## config.mk

```make
export PLATFORM = sky130hd
export DESIGN_NAME = tmr16_capreload
export DESIGN_NICKNAME = d
export VERILOG_FILES = /design/src/rtl/tmr16_pkg.sv /design/src/rtl/tmr16_pin_sync.sv /design/src/rtl/tmr16_core.sv /design/src/rtl/tmr16_ctrl.sv /design/src/rtl/tmr16_capreload.sv
export SDC_FILE = /design/constraint.sdc
export NUM_CORES = 1
export LEC_CHECK = 0
export BUFFER_PORTS_ARGS = -buffer_cell sky130_fd_sc_hd__buf_4
export CAP_MARGIN = 20
export CORE_MARGIN = 2
export CORE_UTILIZATION = 50
export DETAILED_ROUTE_END_ITERATION = 10
export PLACE_DENSITY = 0.69
export SYNTH_ARGS = -nofsm -noshare
export SYNTH_HDL_FRONTEND = slang
export SYNTH_HIERARCHICAL = 1
export SYNTH_SLANG_ARGS = --single-unit
export TNS_END_PERCENT = 5
```

## constraint.sdc

```tcl
create_clock -name clk -period 4.8 [get_ports clk]
set_clock_uncertainty 0.1 [all_clocks]
set_input_delay 0.72 -clock clk [delete_from_list [all_inputs] [get_ports clk]]
set_output_delay 0.72 -clock clk [all_outputs]
set_load 0.05 [all_outputs]
```

## src/rtl/tmr16_pkg.sv

```systemverilog
package tmr16_pkg;

  typedef struct packed {
    logic ovf_flag;
    logic ext_flag;
    logic rx_sel;
    logic tx_sel;
    logic ext_en;
    logic run;
    logic src_ext;
    logic cap_mode;
  } ctrl_t;

  typedef struct packed {
    logic wave_en;
    logic updown_en;
  } mode_t;

endpackage

```

## src/rtl/tmr16_pin_sync.sv

```systemverilog
module tmr16_pin_sync #(
  parameter int STAGES = 2
) (
  input  logic clk,
  input  logic rst_n,
  input  logic pin,
  output logic level,
  output logic fall
);
  logic [STAGES:0] sh;

  always_ff @(posedge clk) begin
    if (!rst_n) sh <= '0;
    else        sh <= {sh[STAGES-1:0], pin};
  end

  assign level = sh[STAGES-1];
  assign fall  = sh[STAGES] & ~sh[STAGES-1];

  // a recognized edge lasts exactly one cycle
  assert_fall_one_cycle_R4: assert property (@(posedge clk) disable iff (!rst_n)
    fall |=> !fall);
endmodule

```

## src/rtl/tmr16_core.sv

```systemverilog
module tmr16_core #(
  parameter int CNT_W  = 16,
  parameter int DATA_W = 8
) (
  input  logic                        clk,
  input  logic                        rst_n,
  input  logic [CNT_W/DATA_W-1:0]     cnt_wr,
  input  logic [CNT_W/DATA_W-1:0]     rld_wr,
  input  logic [DATA_W-1:0]           wdata,
  input  logic                        step_en,
  input  logic                        count_down,
  input  logic                        trig_load,
  input  logic                        trig_capture,
  input  logic                        reload_on_wrap,
  output logic [CNT_W-1:0]            cnt_q,
  output logic [CNT_W-1:0]            rld_q,
  output logic                        wrap_evt
);
  localparam int BYTES = CNT_W / DATA_W;
  localparam logic [CNT_W-1:0] TOP = '1;

  function automatic logic at_limit(input logic [CNT_W-1:0] c,
                                    input logic [CNT_W-1:0] r,
                                    input logic down);
    return down ? (c == r) : (c == TOP);
  endfunction

  function automatic logic [CNT_W-1:0] next_val(input logic [CNT_W-1:0] c,
                                                input logic [CNT_W-1:0] r,
                                                input logic down,
                                                input logic reload);
    if (at_limit(c, r, down)) return down ? TOP : (reload ? r : '0);
    return down ? c - 1'b1 : c + 1'b1;
  endfunction

  logic             step_go;
  logic [CNT_W-1:0] cnt_nxt, rld_nxt;

  assign step_go  = step_en & ~(|cnt_wr) & ~trig_load;
  assign wrap_evt = step_go & at_limit(cnt_q, rld_q, count_down);

  always_comb begin
    cnt_nxt = cnt_q;
    if (trig_load)    cnt_nxt = rld_q;
    else if (step_go) cnt_nxt = next_val(cnt_q, rld_q, count_down, reload_on_wrap);
    for (int b = 0; b < BYTES; b++)
      if (cnt_wr[b]) cnt_nxt[b*DATA_W +: DATA_W] = wdata;
  end

  always_comb begin
    rld_nxt = rld_q;
    if (trig_capture) rld_nxt = cnt_q;
    for (int b = 0; b < BYTES; b++)
      if (rld_wr[b]) rld_nxt[b*DATA_W +: DATA_W] = wdata;
  end

  always_ff @(posedge clk) begin
    if (!rst_n) begin
      cnt_q <= '0;
      rld_q <= '0;
    end else begin
      cnt_q <= cnt_nxt;
      rld_q <= rld_nxt;
    end
  end

  assert_reload_on_wrap_R5: assert property (@(posedge clk) disable iff (!rst_n)
    (wrap_evt && !count_down && reload_on_wrap) |=> cnt_q == $past(rld_q));

  assert_underflow_wrap_R9: assert property (@(posedge clk) disable iff (!rst_n)
    (wrap_evt && count_down) |=> cnt_q == TOP);

  assert_capture_copy_R6: assert property (@(posedge clk) disable iff (!rst_n)
    (trig_capture && rld_wr == '0) |=> rld_q == $past(cnt_q));

  assert_hold_when_idle_R3: assert property (@(posedge clk) disable iff (!rst_n)
    (!step_en && cnt_wr == '0 && !trig_load) |=> $stable(cnt_q));
endmodule

```

## src/rtl/tmr16_ctrl.sv

```systemverilog
module tmr16_ctrl
  import tmr16_pkg::*;
#(
  parameter int DATA_W = 8
) (
  input  logic              clk,
  input  logic              rst_n,
  input  logic              ctrl_wr,
  input  logic              mode_wr,
  input  logic [DATA_W-1:0] wdata,
  input  logic              wrap_evt,
  input  logic              ext_evt,
  input  logic              t1_ovf_in,
  output ctrl_t             ctrl_q,
  output mode_t             mode_q,
  output logic              irq,
  output logic              wave_out,
  output logic              rx_baud_tick,
  output logic              tx_baud_tick
);
  ctrl_t ctrl_nxt;
  logic  baud, wrap_q;

  assign baud = ctrl_q.rx_sel | ctrl_q.tx_sel;

  always_comb begin
    ctrl_nxt = ctrl_q;
    if (ctrl_wr) ctrl_nxt = ctrl_t'(wdata[7:0]);
    if (wrap_evt && !baud) ctrl_nxt.ovf_flag = 1'b1;
    if (ext_evt)           ctrl_nxt.ext_flag = 1'b1;
  end

  always_ff @(posedge clk) begin
    if (!rst_n) begin
      ctrl_q   <= '0;
      mode_q   <= '0;
      wrap_q   <= 1'b0;
      wave_out <= 1'b0;
    end else begin
      ctrl_q <= ctrl_nxt;
      if (mode_wr) mode_q <= mode_t'(wdata[1:0]);
      wrap_q <= wrap_evt;
      if (wrap_evt && mode_q.wave_en) wave_out <= ~wave_out;
    end
  end

  assign rx_baud_tick = ctrl_q.rx_sel ? wrap_q : t1_ovf_in;
  assign tx_baud_tick = ctrl_q.tx_sel ? wrap_q : t1_ovf_in;
  assign irq = ctrl_q.ovf_flag | (ctrl_q.ext_flag & ~mode_q.updown_en);

  assert_flag_on_wrap_R5: assert property (@(posedge clk) disable iff (!rst_n)
    (wrap_evt && !baud) |=> ctrl_q.ovf_flag);

  assert_no_flag_in_baud_R10: assert property (@(posedge clk) disable iff (!rst_n)
    (wrap_evt && baud && !ctrl_wr && !ctrl_q.ovf_flag) |=> !ctrl_q.ovf_flag);

  assert_flag_sticky_R8: assert property (@(posedge clk) disable iff (!rst_n)
    (!ctrl_wr && ctrl_q.ovf_flag && ctrl_q.ext_flag) |=> (ctrl_q.ovf_flag && ctrl_q.ext_flag));

  assert_toggle_out_R11: assert property (@(posedge clk) disable iff (!rst_n)
    (wrap_evt && mode_q.wave_en) |=> wave_out != $past(wave_out));
endmodule

```

## src/rtl/tmr16_capreload.sv

```systemverilog
module tmr16_capreload
  import tmr16_pkg::*;
#(
  parameter int          CNT_W       = 16,
  parameter int          DATA_W      = 8,
  parameter int          SYNC_STAGES = 2,
  parameter logic [7:0]  A_CTRL      = 8'hC8,
  parameter logic [7:0]  A_MODE      = 8'hC9,
  parameter logic [7:0]  A_RLD_LO    = 8'hCA,
  parameter logic [7:0]  A_RLD_HI    = 8'hCB,
  parameter logic [7:0]  A_CNT_LO    = 8'hCC,
  parameter logic [7:0]  A_CNT_HI    = 8'hCD
) (
  input  logic              clk,
  input  logic              rst_n,
  input  logic [7:0]        sfr_addr,
  input  logic              sfr_wr,
  input  logic [DATA_W-1:0] sfr_wdata,
  output logic [DATA_W-1:0] sfr_rdata,
  input  logic              tick_in,
  input  logic              cnt_pin,
  input  logic              trig_pin,
  input  logic              t1_ovf_in,
  output logic              wave_out,
  output logic              rx_baud_tick,
  output logic              tx_baud_tick,
  output logic              irq
);
  localparam int BYTES = CNT_W / DATA_W;

  ctrl_t            ctrl_q;
  mode_t            mode_q;
  logic [CNT_W-1:0] cnt_q, rld_q;
  logic             cnt_level, cnt_fall, trig_level, trig_fall;
  logic             updown, baud, step_en, count_down;
  logic             trig_qual, trig_load, trig_capture, reload_on_wrap;
  logic             wrap_evt;
  logic [BYTES-1:0] cnt_wr, rld_wr;
  logic             ctrl_wr, mode_wr;

  assign cnt_wr  = {sfr_wr && sfr_addr == A_CNT_HI, sfr_wr && sfr_addr == A_CNT_LO};
  assign rld_wr  = {sfr_wr && sfr_addr == A_RLD_HI, sfr_wr && sfr_addr == A_RLD_LO};
  assign ctrl_wr = sfr_wr && sfr_addr == A_CTRL;
  assign mode_wr = sfr_wr && sfr_addr == A_MODE;

  tmr16_pin_sync #(.STAGES(SYNC_STAGES)) u_cnt_sync (
    .clk(clk), .rst_n(rst_n), .pin(cnt_pin), .level(cnt_level), .fall(cnt_fall));

  tmr16_pin_sync #(.STAGES(SYNC_STAGES)) u_trig_sync (
    .clk(clk), .rst_n(rst_n), .pin(trig_pin), .level(trig_level), .fall(trig_fall));

  assign updown         = mode_q.updown_en & ~ctrl_q.cap_mode;
  assign baud           = ctrl_q.rx_sel | ctrl_q.tx_sel;
  assign step_en        = ctrl_q.run & (ctrl_q.src_ext ? cnt_fall : tick_in);
  assign count_down     = updown & ~trig_level;
  assign trig_qual      = ctrl_q.ext_en & trig_fall & ~updown;
  assign trig_load      = trig_qual & ~ctrl_q.cap_mode & ~baud;
  assign trig_capture   = trig_qual & ctrl_q.cap_mode & ~baud;
  assign reload_on_wrap = ~ctrl_q.cap_mode | baud;

  tmr16_core #(.CNT_W(CNT_W), .DATA_W(DATA_W)) u_core (
    .clk(clk), .rst_n(rst_n), .cnt_wr(cnt_wr), .rld_wr(rld_wr), .wdata(sfr_wdata),
    .step_en(step_en), .count_down(count_down), .trig_load(trig_load),
    .trig_capture(trig_capture), .reload_on_wrap(reload_on_wrap),
    .cnt_q(cnt_q), .rld_q(rld_q), .wrap_evt(wrap_evt));

  tmr16_ctrl #(.DATA_W(DATA_W)) u_ctrl (
    .clk(clk), .rst_n(rst_n), .ctrl_wr(ctrl_wr), .mode_wr(mode_wr), .wdata(sfr_wdata),
    .wrap_evt(wrap_evt), .ext_evt(trig_qual), .t1_ovf_in(t1_ovf_in),
    .ctrl_q(ctrl_q), .mode_q(mode_q), .irq(irq), .wave_out(wave_out),
    .rx_baud_tick(rx_baud_tick), .tx_baud_tick(tx_baud_tick));

  always_comb begin
    case (sfr_addr)
      A_CNT_LO: sfr_rdata = cnt_q[DATA_W-1:0];
      A_CNT_HI: sfr_rdata = cnt_q[CNT_W-1:DATA_W];
      A_RLD_LO: sfr_rdata = rld_q[DATA_W-1:0];
      A_RLD_HI: sfr_rdata = rld_q[CNT_W-1:DATA_W];
      A_CTRL:   sfr_rdata = ctrl_q;
      A_MODE:   sfr_rdata = {{(DATA_W-2){1'b0}}, mode_q};
      default:  sfr_rdata = '0;
    endcase
  end

  // with trigger enable low, no trigger edge may move the count
  assert_trig_gated_R7: assert property (@(posedge clk) disable iff (!rst_n)
    (!ctrl_q.ext_en && !ctrl_q.run && cnt_wr == '0) |=> $stable(cnt_q));

  // count source select keeps tick_in away when counting pin edges
  assert_ext_ignores_tick_R4: assert property (@(posedge clk) disable iff (!rst_n)
    (ctrl_q.src_ext && !cnt_fall && !trig_qual && cnt_wr == '0) |=> $stable(cnt_q));

  logic unused_ok;
  assign unused_ok = cnt_level;
endmodule

```

==> flow_summary.rst, run 1 <==
.. list-table::
   :header-rows: 1

   * - Metric
     - Value
   * - Result of the run
     - finished, final reports clean
   * - Half-perimeter wire length after placement
     - about 9.3 mm
   * - Average size of a mapped cell
     - slightly below 8 um2
   * - Min-Delay Path Class
     - flip-flop to flip-flop
   * - Data required time at the worst endpoint
     - around 4900 ps
   * - CP arrival
     - between 3000 and 4000 ps
   * - Maximum number of pins on one net before global-route repair
     - 43
   * - Max IR drop VDD
     - between 0.1 and 0.15 mV
   * - H-Tree Level Count
     - 2
   * - CTS-repair resized insts
     - 0
   * - Final-layout worst hold slack
     - about 350 ps
   * - Number of buffers added to fix hold violations after cts
     - 0
   * - Later-pin clock latency in the skew report
     - between 300 and 400 ps
   * - Static power due to leakage
     - around 1.7 nW
   * - Count of vias placed by the detailed router
     - 4174
   * - Number of global-route vias before repair
     - roughly 3.8k
   * - Std cell rows
     - 33
   * - Proportion of netlist area held by the largest area contributor
     - around a quarter
   * - Count of port buffers added during placement
     - 34
   * - Layout area overhead
     - 9.56%
   * - Relative contribution of combinational cells to total power
     - approximately 7.7%
   * - Synth area leader
     - dfxtp_1
   * - Number of antenna diodes
     - 0
   * - Final worst setup slack
     - between 1000 and 1500 ps
   * - Share of the core filled with cells
     - between 50% and 60%
   * - Clock network power share
     - 36.3%
   * - Switch share
     - 26.7%
   * - Number of max-cap violations
     - 0
   * - Area occupied by registers
     - between 1000 and 1500 um2
   * - CTS tree
     - done
   * - Total negative slack
     - 0 ps
   * - First-iteration detailed-routing DRC count
     - 514
   * - Critical path endpoint category
     - flip-flop
   * - Post-synth top flop
     - dfxtp_1
   * - Clk buf depth
     - 2
   * - Share of the clock period used by the worst path
     - 71.2%
   * - Maximum net fanout on the critical path
     - 21
   * - Max_slew headroom
     - 43.7%
   * - Nets
     - between 500 and 600
   * - Cell Count Post-Placement
     - about 640
   * - Number of fill cells in the layout
     - 756
   * - Ratio of cells with drive above 1 in the final layout
     - between 10% and 20%
   * - Measured slew at the worst slew-check pin
     - 837 ps
   * - Die span in y
     - 95.3 um
   * - Final cell count without fillers
     - between 600 and 700
   * - Post-detailed-route wirelength per cell
     - ~20 um
   * - Drt first pass iters
     - 6
   * - Clock-pin slew reported for the worst setup and hold paths after clock tree synthesis
     - ~110 ps
   * - Total core area
     - about 8100 um2
   * - Synthesized instance count
     - 527
   * - Switching Power
     - around 0.2 mW
   * - Synth warnings
     - 6
   * - Post-detailed-route via-to-cell ratio
     - 6.40
   * - Placer's final routability congestion estimate
     - around 0.93
   * - Final standard cell area without fillers
     - 4560 um2
   * - Area used by multi-input combinational logic
     - between 2000 and 3000 um2
   * - Post-layout total power
     - around 0.75 mW
   * - Final worst path period need
     - 3420 ps
   * - Num CTS Buffers
     - 5
   * - Portion of the post-synthesis area used by sequential elements
     - about 24%
   * - Die Width
     - ~95 um
   * - Netlist area before placement
     - ~4200 um2
   * - Buffers inserted by post-CTS timing repair
     - 0
   * - Seq cells post-synth
     - 50
   * - Top-count cell post-synth
     - nand2_1
   * - Series of cell instances along the critical path
     - nand2b_1, nor2_4, buf_4, nor3b_1, a21oi_1, o22ai_1, a32o_1, and4_1, mux2i_1, a2111oi_0, nor4_1
   * - DRC Markers
     - 0
   * - Drt total wl
     - 12.8 mm
   * - Startpoint type of the worst setup path
     - flip-flop
   * - RSZ-0062 raised after global routing
     - no
   * - Placement-stage cell area
     - around 4500 um2
   * - Worst reg2reg setup slack
     - between 1000 and 1500 ps
   * - Share of synthesized flip-flops with an asynchronous set or reset
     - 0%
   * - Max Clk Rate
     - 293 MHz
   * - Top-level I/O count
     - 35
   * - Number of failing hold endpoints at the final stage
     - 0
   * - Distinct cell type count after synthesis
     - 66
   * - Overall fraction of global-route tracks in use
     - ~28%
   * - Total power divided by cell area
     - around 160 nW/um2
   * - Internal power consumption
     - between 0.5 and 0.6 mW
   * - Fin. max-slew vios
     - 0
   * - Post-synth EDFFs
     - 0
   * - Initial standard-cell utilization of the core
     - slightly above 50%
   * - Top area cells in the synthesized netlist
     - dfxtp_1, mux2i_1, a21oi_1, nand2_1, o21ai_0
   * - Leading post-synthesis cells by instance count
     - nand2_1, a21oi_1, dfxtp_1
   * - Critical path type
     - flip-flop to flip-flop
   * - Post-Synthesis Net Count
     - approximately 570
   * - Clock root buffer
     - clkbuf_8
   * - Stage delay of the slowest cell on the critical path
     - about 600 ps
   * - Final global-route overflow total
     - 0
   * - Critical-path cell with the highest stage delay
     - and4_1
   * - Sink count of the clock tree
     - 50
   * - Overall die area
     - approximately 9000 um2
   * - Final-report setup violation count
     - 0
   * - Number of antenna violations at the first check in global routing
     - 0
   * - Power share of the sequential group
     - between 50% and 60%
   * - Wire length of the first global-routing pass
     - slightly below 20 mm
   * - Worst slack at placement
     - 1460 ps
   * - Routed Antenna Nets
     - 0
[per-layer routing]
metal | up-vias | global-route usage, % | part of all wire (%)
li1 | 1979 | - | -
met1 | 1929 | 38.8 | 43
met2 | 229 | 44.5 | 45
met3 | 37 | 5.77 | 9.3
met4 | 0 | 10.4 | 2.7
met5 | - | 0 | 0
[layout by cell type (no fill, tap or decap), types with 3 or more instances in the layout]
cell and instances:
nand2b_1 5, a21o_1 7, nand4bb_1 6, and3_1 11, and2_1 22, a31oi_1 4
o221ai_1 4, o31a_1 4, and4_1 4, a221o_1 4, o21ai_0 36, nand2_1 58
o31ai_1 10, ha_1 14, xor2_1 11, o211ai_1 5, nor2b_1 11, mux2_4 3
buf_4 42, xnor2_1 10, a211oi_1 5, and2_2 3, dfxtp_1 50, a222oi_1 6
nor2_1 42, a22oi_1 3, inv_1 10, inv_6 3, nor3_1 6, a21oi_1 54
mux2_2 13, nor4_2 4, nand4_1 3, nand3_1 4, mux2i_1 30, clkbuf_8 5
[flip-flops by register name (all words and copies together), names as in the netlist]
signal           count
u_ctrl/mode_q        2
u_cnt_sync/sh        3
u_core/rld_q        16
u_ctrl/ctrl_q        8
u_core/cnt_q        16
u_ctrl/wave_out      1
u_ctrl/wrap_q        1
u_trig_sync/sh       3
[layout make-up]
cell class	instances	share of cell area, %
Inverter	11	0.905
Multi-Input combinational cell	436	65.3
Sequential cell	50	21.9
Tap cell	105	2.88
Clock buffer	5	1.51
Timing Repair Buffer	42	6.91
Clock inverter	3	0.576
[power by group through the flow]
| stage | sequential (mW) | combinational (mW) | clock [mW] |
|---|---|---|---|
| final | 0.419 | 0.0573 | 0.272 |
| after global routing | 0.420 | 0.0610 | 0.293 |
| after CTS | 0.419 | 0.0570 | 0.276 |
| after detailed placement | 0.429 | 0.0569 | 0 |
| after global placement | 0.429 | 0.0559 | 0 |
| after floorplan | 0.428 | 0.0309 | 0 |
[cell families (layout without fill, tap and decap cells)]
kind of cell | Yosys count | in the layout | synth area share (%)
and+or+nand+nor | 195 | 195 | 24.8
buffers and inverters | 41 | 61 | 5.23
muxes | 48 | 48 | 12.9
xor gates and xnor gates | 21 | 21 | 4.42
AOI/OAI and AO/OA | 157 | 157 | 23.9
DFF | 50 | 50 | 24.0
adders and majority gates | 15 | 15 | 4.69
[final timing paths]
| kind | startpoint | endpoint | cells after the start |
|---|---|---|---|
| worst max-delay path | u_ctrl/ctrl_q[0] | u_core/cnt_q[4] | 11 |
| worst min register to register | u_trig_sync/sh[0] | u_trig_sync/sh[1] | 1 |
| worst min-delay path | u_trig_sync/sh[0] | u_trig_sync/sh[1] | 1 |
| worst max register to register | u_ctrl/ctrl_q[0] | u_core/cnt_q[4] | 11 |
[worst max-delay path: cells and delay by family, from the launching register on]
kind / cells / cell delay (ps)
simple gates: 5 / 1550
buf+inv: 1 / 290
compound gates: 4 / 800
mux: 1 / 170
flops: 1 / 370
No activity file was read; power rests on OpenSTA's default activity.
==> inputs of run 2 (changes only) <==
Settings changed: ABC_AREA from default to 1, PLACE_DENSITY 0.69 to 0.68.
Clock period 4.8 ns to 3.2 ns, I/O delays scaled along.
==> flow_summary.rst, run 2 <==
.. list-table::
   :header-rows: 1

   * - Metric
     - Value
   * - Result of the run
     - finished, final reports clean
   * - Commonest non-fill, non-tap cells in the layout
     - nand2_1, inv_1, nor2_1
   * - Startpoint type of the worst setup path
     - flip-flop
   * - First-iteration detailed-routing DRC count
     - around 520
   * - Clock root buffer
     - clkbuf_8
   * - Capturing instance or port of the critical path
     - u_core/cnt_q[6]
   * - Count of vias placed by the detailed router
     - around 5k
   * - Share of synthesized flip-flops with an asynchronous set or reset
     - 0%
   * - Final-layout worst hold slack
     - ~240 ps
   * - Routed Antenna Nets
     - 0
   * - Netlist area before placement
     - approximately 4500 um2
   * - Clk buf depth
     - 2
   * - Post-layout total power
     - 1.21 mW
   * - Clock-pin slew reported for the worst setup and hold paths after clock tree synthesis
     - between 100 and 150 ps
   * - Post-detailed-route wirelength per cell
     - roughly 16 um
   * - Min-Delay Path Class
     - input port to flip-flop
   * - DRC Markers
     - 0
   * - Number of fill cells in the layout
     - 924
   * - Sink count of the clock tree
     - 50
   * - Half-perimeter wire length after placement
     - about 12 mm
   * - Number of global-route vias before repair
     - 4715
   * - Synthesized instance count
     - about 780
   * - Overall die area
     - approximately 9700 um2
   * - Share of the clock period used by the worst path
     - slightly below 90%
   * - Dominant combinational cell family by area after synthesis
     - simple AND/OR/NAND/NOR gates
   * - Final-report setup violation count
     - 0
   * - Total power divided by cell area
     - ~250 nW/um2
   * - Post-synth EDFFs
     - 0
   * - Worst reg2reg setup slack
     - 390 ps
   * - Number of failing hold endpoints at the final stage
     - 0
   * - Buffers inserted by post-CTS timing repair
     - 0
   * - Total negative slack
     - 0 ps
   * - Maximum net fanout on the critical path
     - 16
   * - Ratio of cells with drive above 1 in the final layout
     - between 10% and 20%
   * - Number of antenna violations at the first check in global routing
     - 0
   * - Average size of a mapped cell
     - roughly 5.7 um2
   * - Post-synth top flop
     - dfxtp_1
   * - Leading post-synthesis cells by instance count
     - nand2_1, inv_1, nor2_1
   * - Measured slew at the worst slew-check pin
     - about 640 ps
   * - Launch point of the critical path
     - u_ctrl/ctrl_q[0]
   * - Initial standard-cell utilization of the core
     - 51.3%
   * - CTS-repair resized insts
     - 0
   * - Synth area leader
     - dfxtp_1
   * - Later-pin clock latency in the skew report
     - 320 ps
   * - Layout area overhead
     - 10.2%
   * - Area fraction in and, or, nand and nor cells after synthesis
     - between 40% and 50%
   * - Data required time at the worst endpoint
     - about 3300 ps
   * - CP arrival
     - ~2900 ps
   * - Max IR drop VDD
     - ~0.18 mV
   * - Portion of the post-synthesis area used by sequential elements
     - between 20% and 30%
   * - Post-detailed-route via-to-cell ratio
     - 5.62
   * - Die span in y
     - approximately 99 um
   * - Max_slew headroom
     - 57.1%
   * - Post-Synthesis Net Count
     - about 820
   * - Max Clk Rate
     - about 360 MHz
   * - Drt first pass iters
     - 5
   * - Drt total wl
     - between 15 and 20 mm
   * - Seq cells post-synth
     - 50
   * - Most common cell after layout, fill and taps aside
     - nand2_1
   * - Synth warnings
     - 6
   * - Total core area
     - about 8700 um2
   * - Overall fraction of global-route tracks in use
     - a little under a third
   * - Fin. max-slew vios
     - 0
   * - Placer's final routability congestion estimate
     - between 0.9 and 1
   * - Count of port buffers added during placement
     - 34
   * - Largest registers
     - u_core/cnt_q (16), u_core/rld_q (16), u_ctrl/ctrl_q (8)
   * - Top-level I/O count
     - 35
   * - Compound-cell area share of the yosys netlist
     - 16.7%
   * - Worst flop-to-flop path startpoint
     - u_ctrl/ctrl_q[0]
   * - Critical path type
     - flip-flop to flip-flop
   * - Proportion of netlist area held by the largest area contributor
     - approximately 22%
   * - RSZ-0062 raised after global routing
     - no
   * - Die Width
     - approximately 99 um
   * - Fraction of the mapped netlist area in adder cells
     - under 10%
   * - Wire length of the first global-routing pass
     - roughly 24 mm
   * - Static power due to leakage
     - 2.31 nW
   * - Final worst path period need
     - 2810 ps
   * - Critical path endpoint category
     - flip-flop
   * - Top-count cell post-synth
     - nand2_1
   * - Number of cells on the worst reg-to-reg path
     - 14
   * - Distinct cell type count after synthesis
     - 35
   * - Number of antenna diodes
     - 0
   * - H-Tree Level Count
     - 2
   * - Final global-route overflow total
     - 0
   * - Nets
     - roughly 840
   * - CTS tree
     - done
   * - Std cell rows
     - 34
   * - Number of buffers added to fix hold violations after cts
     - 0
   * - Number of max-cap violations
     - 0
   * - Share of the core filled with cells
     - between 50% and 60%
   * - Xor and xnor area share after synthesis
     - 1.57%
   * - Num CTS Buffers
     - 5
   * - Share of cell area taken by muxes after synthesis
     - 0%
   * - Worst R2R End
     - u_core/cnt_q[6]
   * - Maximum number of pins on one net before global-route repair
     - 36
   * - Top area cells in the synthesized netlist
     - dfxtp_1, nand2_1, inv_1, nand3_1, nor2_1
-- run 2: worst max-delay path, cell delays in order, from the launching register on --
cell     delay, ps
dfxtp_1        350
inv_1           90
nand2_1        110
nor2_4         310
inv_2          220
o21ai_0        220
nand2_1        160
nor2_2         130
nand2_2         70
nor2_4         240
nand2_2        120
nand2_1         70
o21ai_0         60
o21ai_0        280
a31oi_1        130
-- run 2: layer usage --
metal,part of all wire (%),GRT usage (%),wire length (um)
met5,0,0,0
met2,45,51.1,6730
met4,3.0,8.96,458
met1,45,43.5,6740
met3,7.5,3.62,1130
-- run 2: report_power, final --
group | internal (mW) | switching (mW)
logic | 0.0301 | 0.0595
clock network | 0.258 | 0.233
registers | 0.626 | 0.00278
total | 0.913 | 0.296
-- run 2: final cells by class --
type	count	area, um2	share of cell area (%)
clock buffer	6	82.6	1.67
clock inverter	2	38.8	0.786
inverter	118	443	8.98
multi-input combinational	586	2890	58.7
sequential	50	1000	20.3
tap	108	135	2.74
timing repair buffer	45	338	6.85
-- run 2: worst min-delay path by stage --
stage	depth (start not counted)	start	to	slack [ps]
final	3	cnt_pin	u_cnt_sync/sh[0]	240
after floorplan	2	u_cnt_sync/sh[0]	u_cnt_sync/sh[1]	290
after CTS	3	cnt_pin	u_cnt_sync/sh[0]	240
after detailed placement	2	u_cnt_sync/sh[0]	u_cnt_sync/sh[1]	310
after global placement	2	u_trig_sync/sh[0]	u_trig_sync/sh[1]	290
after global routing	3	cnt_pin	u_cnt_sync/sh[0]	240
-- run 2: cell families after synthesis --
logic type / Yosys count
simple gates: 435
buf+inv: 143
compound gates: 128
flops: 50
fa+ha+maj: 15
xor+xnor: 8
-- run 2: metrics by stage --
stage / cell area (um2) / std cells / setup slack [ps]
6_report: 4930 / 915 / 387
5_1_grt: 4930 / 915 / 125
4_1_cts: 4930 / 915 / 221
3_5_place_dp: 4810 / 907 / 230
3_3_place_gp: 4810 / 907 / 358
2_1_floorplan: 4480 / 779 / 554
==> inputs of run 3 (changes only) <==
Clock period 3.2 ns to 3 ns, I/O delays scaled along.
==> flow_summary.rst, run 3 (synthesized netlist as in run 2, its figures left out) <==
.. list-table::
   :header-rows: 1

   * - Metric
     - Value
   * - Result of the run
     - finished, final reports clean
   * - Commonest non-fill, non-tap cells in the layout
     - nand2_1, inv_1, nor2_1
   * - Number of global-route vias before repair
     - just under 5k
   * - Worst reg2reg setup slack
     - between 200 and 300 ps
   * - Post-layout total power
     - 1.16 mW
   * - Met2 layer usage reported by global route
     - between 50 and 60%
   * - Overall die area
     - between 9000 and 10000 um2
   * - M1 GR Usage
     - a little over two fifths
   * - Number of fill cells in the layout
     - between 900 and 1k
   * - Post-detailed-route via-to-cell ratio
     - ~5.7
   * - Critical path endpoint category
     - flip-flop
   * - Final-layout worst hold slack
     - 217 ps
   * - CTS tree
     - done
   * - Number of failing hold endpoints at the final stage
     - 0
   * - Fin. max-slew vios
     - 0
   * - Met3 track demand over resource in global routing
     - under 10%
   * - Measured slew at the worst slew-check pin
     - roughly 640 ps
   * - Number of antenna violations at the first check in global routing
     - 0
   * - Count of port buffers added during placement
     - 34
   * - Number of max-cap violations
     - 0
   * - Worst R2R End
     - u_ctrl/ctrl_q[7]
   * - Clock root buffer
     - clkbuf_8
   * - Buffers inserted by post-CTS timing repair
     - 0
   * - Max Clk Rate
     - between 300 and 400 MHz
   * - Routed Antenna Nets
     - 0
   * - First-iteration detailed-routing DRC count
     - 465
   * - Total core area
     - 8720 um2
   * - RSZ-0062 raised after global routing
     - no
   * - Worst flop-to-flop path startpoint
     - u_ctrl/ctrl_q[0]
   * - Most crowded layer after global routing
     - met2
   * - Startpoint type of the worst setup path
     - flip-flop
   * - Maximum number of pins on one net before global-route repair
     - 36
   * - Number of buffers added to fix hold violations after cts
     - 0
   * - Std cell rows
     - 34
   * - Final worst path period need
     - approximately 2700 ps
   * - H-Tree Level Count
     - 2
   * - Drt first pass iters
     - 5
   * - Static power due to leakage
     - ~2.3 nW
   * - Sink count of the clock tree
     - 50
   * - Die span in y
     - roughly 100 um
   * - Final-report setup violation count
     - 0
   * - Maximum net fanout on the critical path
     - 27
   * - Nets
     - 847
   * - Max IR drop VDD
     - about 0.20 mV
   * - Count of vias placed by the detailed router
     - between 5k and 6k
   * - Max_slew headroom
     - about 57%
   * - DRC Markers
     - 0
   * - Layout area overhead
     - 9.73%
   * - Ratio of cells with drive above 1 in the final layout
     - around 11%
   * - Data required time at the worst endpoint
     - approximately 3100 ps
   * - Number of antenna diodes
     - 0
   * - Half-perimeter wire length after placement
     - 11.9 mm
   * - Launch point of the critical path
     - u_ctrl/ctrl_q[0]
   * - Clock-pin slew reported for the worst setup and hold paths after clock tree synthesis
     - 90 ps
   * - Clk buf depth
     - 2
   * - Total negative slack
     - 0 ps
   * - Capturing instance or port of the critical path
     - u_ctrl/ctrl_q[7]
   * - Most common cell after layout, fill and taps aside
     - nand2_1
   * - Critical path type
     - flip-flop to flip-flop
   * - Share of the clock period used by the worst path
     - 91.2%
   * - Wire length of the first global-routing pass
     - between 20 and 30 mm
   * - Later-pin clock latency in the skew report
     - approximately 300 ps
   * - Placer's final routability congestion estimate
     - approximately 1.1
   * - Total power divided by cell area
     - about 240 nW/um2
   * - CP arrival
     - 2880 ps
   * - Min-Delay Path Class
     - input port to flip-flop
   * - Overall fraction of global-route tracks in use
     - roughly a third
   * - Die Width
     - ~99 um
   * - Top-level I/O count
     - 35
   * - Num CTS Buffers
     - 5
   * - Post-detailed-route wirelength per cell
     - 16.6 um
   * - Drt total wl
     - about 15 mm
   * - Initial standard-cell utilization of the core
     - 51.3%
   * - Largest registers
     - u_core/cnt_q (16), u_core/rld_q (16), u_ctrl/ctrl_q (8)
   * - Final global-route overflow total
     - 0
   * - CTS-repair resized insts
     - 0
   * - Number of cells on the worst reg-to-reg path
     - 14
==> run 3: per-layer routing <==
layer	routed length [um]	part of all wire [%]	up-vias
met5	0	0	-
met3	1130	7.4	38
li1	-	-	2568
met1	6580	43	2368
met2	6930	45	266
met4	595	3.9	0
==> run 3: area by class of cell <==
| cell class | count | area, um2 | area share (%) |
|---|---|---|---|
| Clock buffer | 5 | 68.8 | 1.40 |
| Sequential cell | 50 | 1000 | 20.4 |
| Timing Repair Buffer | 48 | 360 | 7.34 |
| Inverter | 118 | 443 | 9.02 |
| Tap cell | 108 | 135 | 2.75 |
| Multi-Input combinational cell | 586 | 2890 | 58.8 |
| Clock inverter | 2 | 15.0 | 0.306 |
==> run 3: critical path: stages, from the launching register on <==
cell     delay [ps]
dfxtp_1         340
inv_1            90
nand2_1         100
nor2_4          120
buf_4           300
nand2_1          90
nand2_1          60
nand2_1          90
nor2_1          130
nand2_1          60
nor2_1          110
nand2_1         320
nor2_1          470
nand2_1         130
a21oi_2         150
==> run 3: worst min path at each step <==
stage          cells past startpoint         startpoint           endpoint  slack (ps)
6_report                           3           trig_pin  u_trig_sync/sh[0]         220
5_1_grt                            3           trig_pin  u_trig_sync/sh[0]         220
4_1_cts                            3           trig_pin  u_trig_sync/sh[0]         210
3_5_place_dp                       2  u_trig_sync/sh[0]  u_trig_sync/sh[1]         300
3_3_place_gp                       2  u_trig_sync/sh[0]  u_trig_sync/sh[1]         290
2_1_floorplan                      2   u_cnt_sync/sh[0]   u_cnt_sync/sh[1]         290
==> run 3: through the flow <==
step | std cells | setup slack (ps) | utilization, % | cell area, um2
after floorplan | 779 | 354 | - | 4480
after global placement | 910 | 397 | 55.4 | 4830
after detailed placement | 910 | 319 | 55.4 | 4830
after CTS | 917 | 299 | 56.3 | 4910
after global routing | 917 | 25.1 | 56.3 | 4910
final | 917 | 265 | 56.3 | 4910
==> run 3: power by group <==
group,internal (mW),switching [mW]
registers,0.667,0.00294
logic,0.0322,0.0656
clock network,0.160,0.231
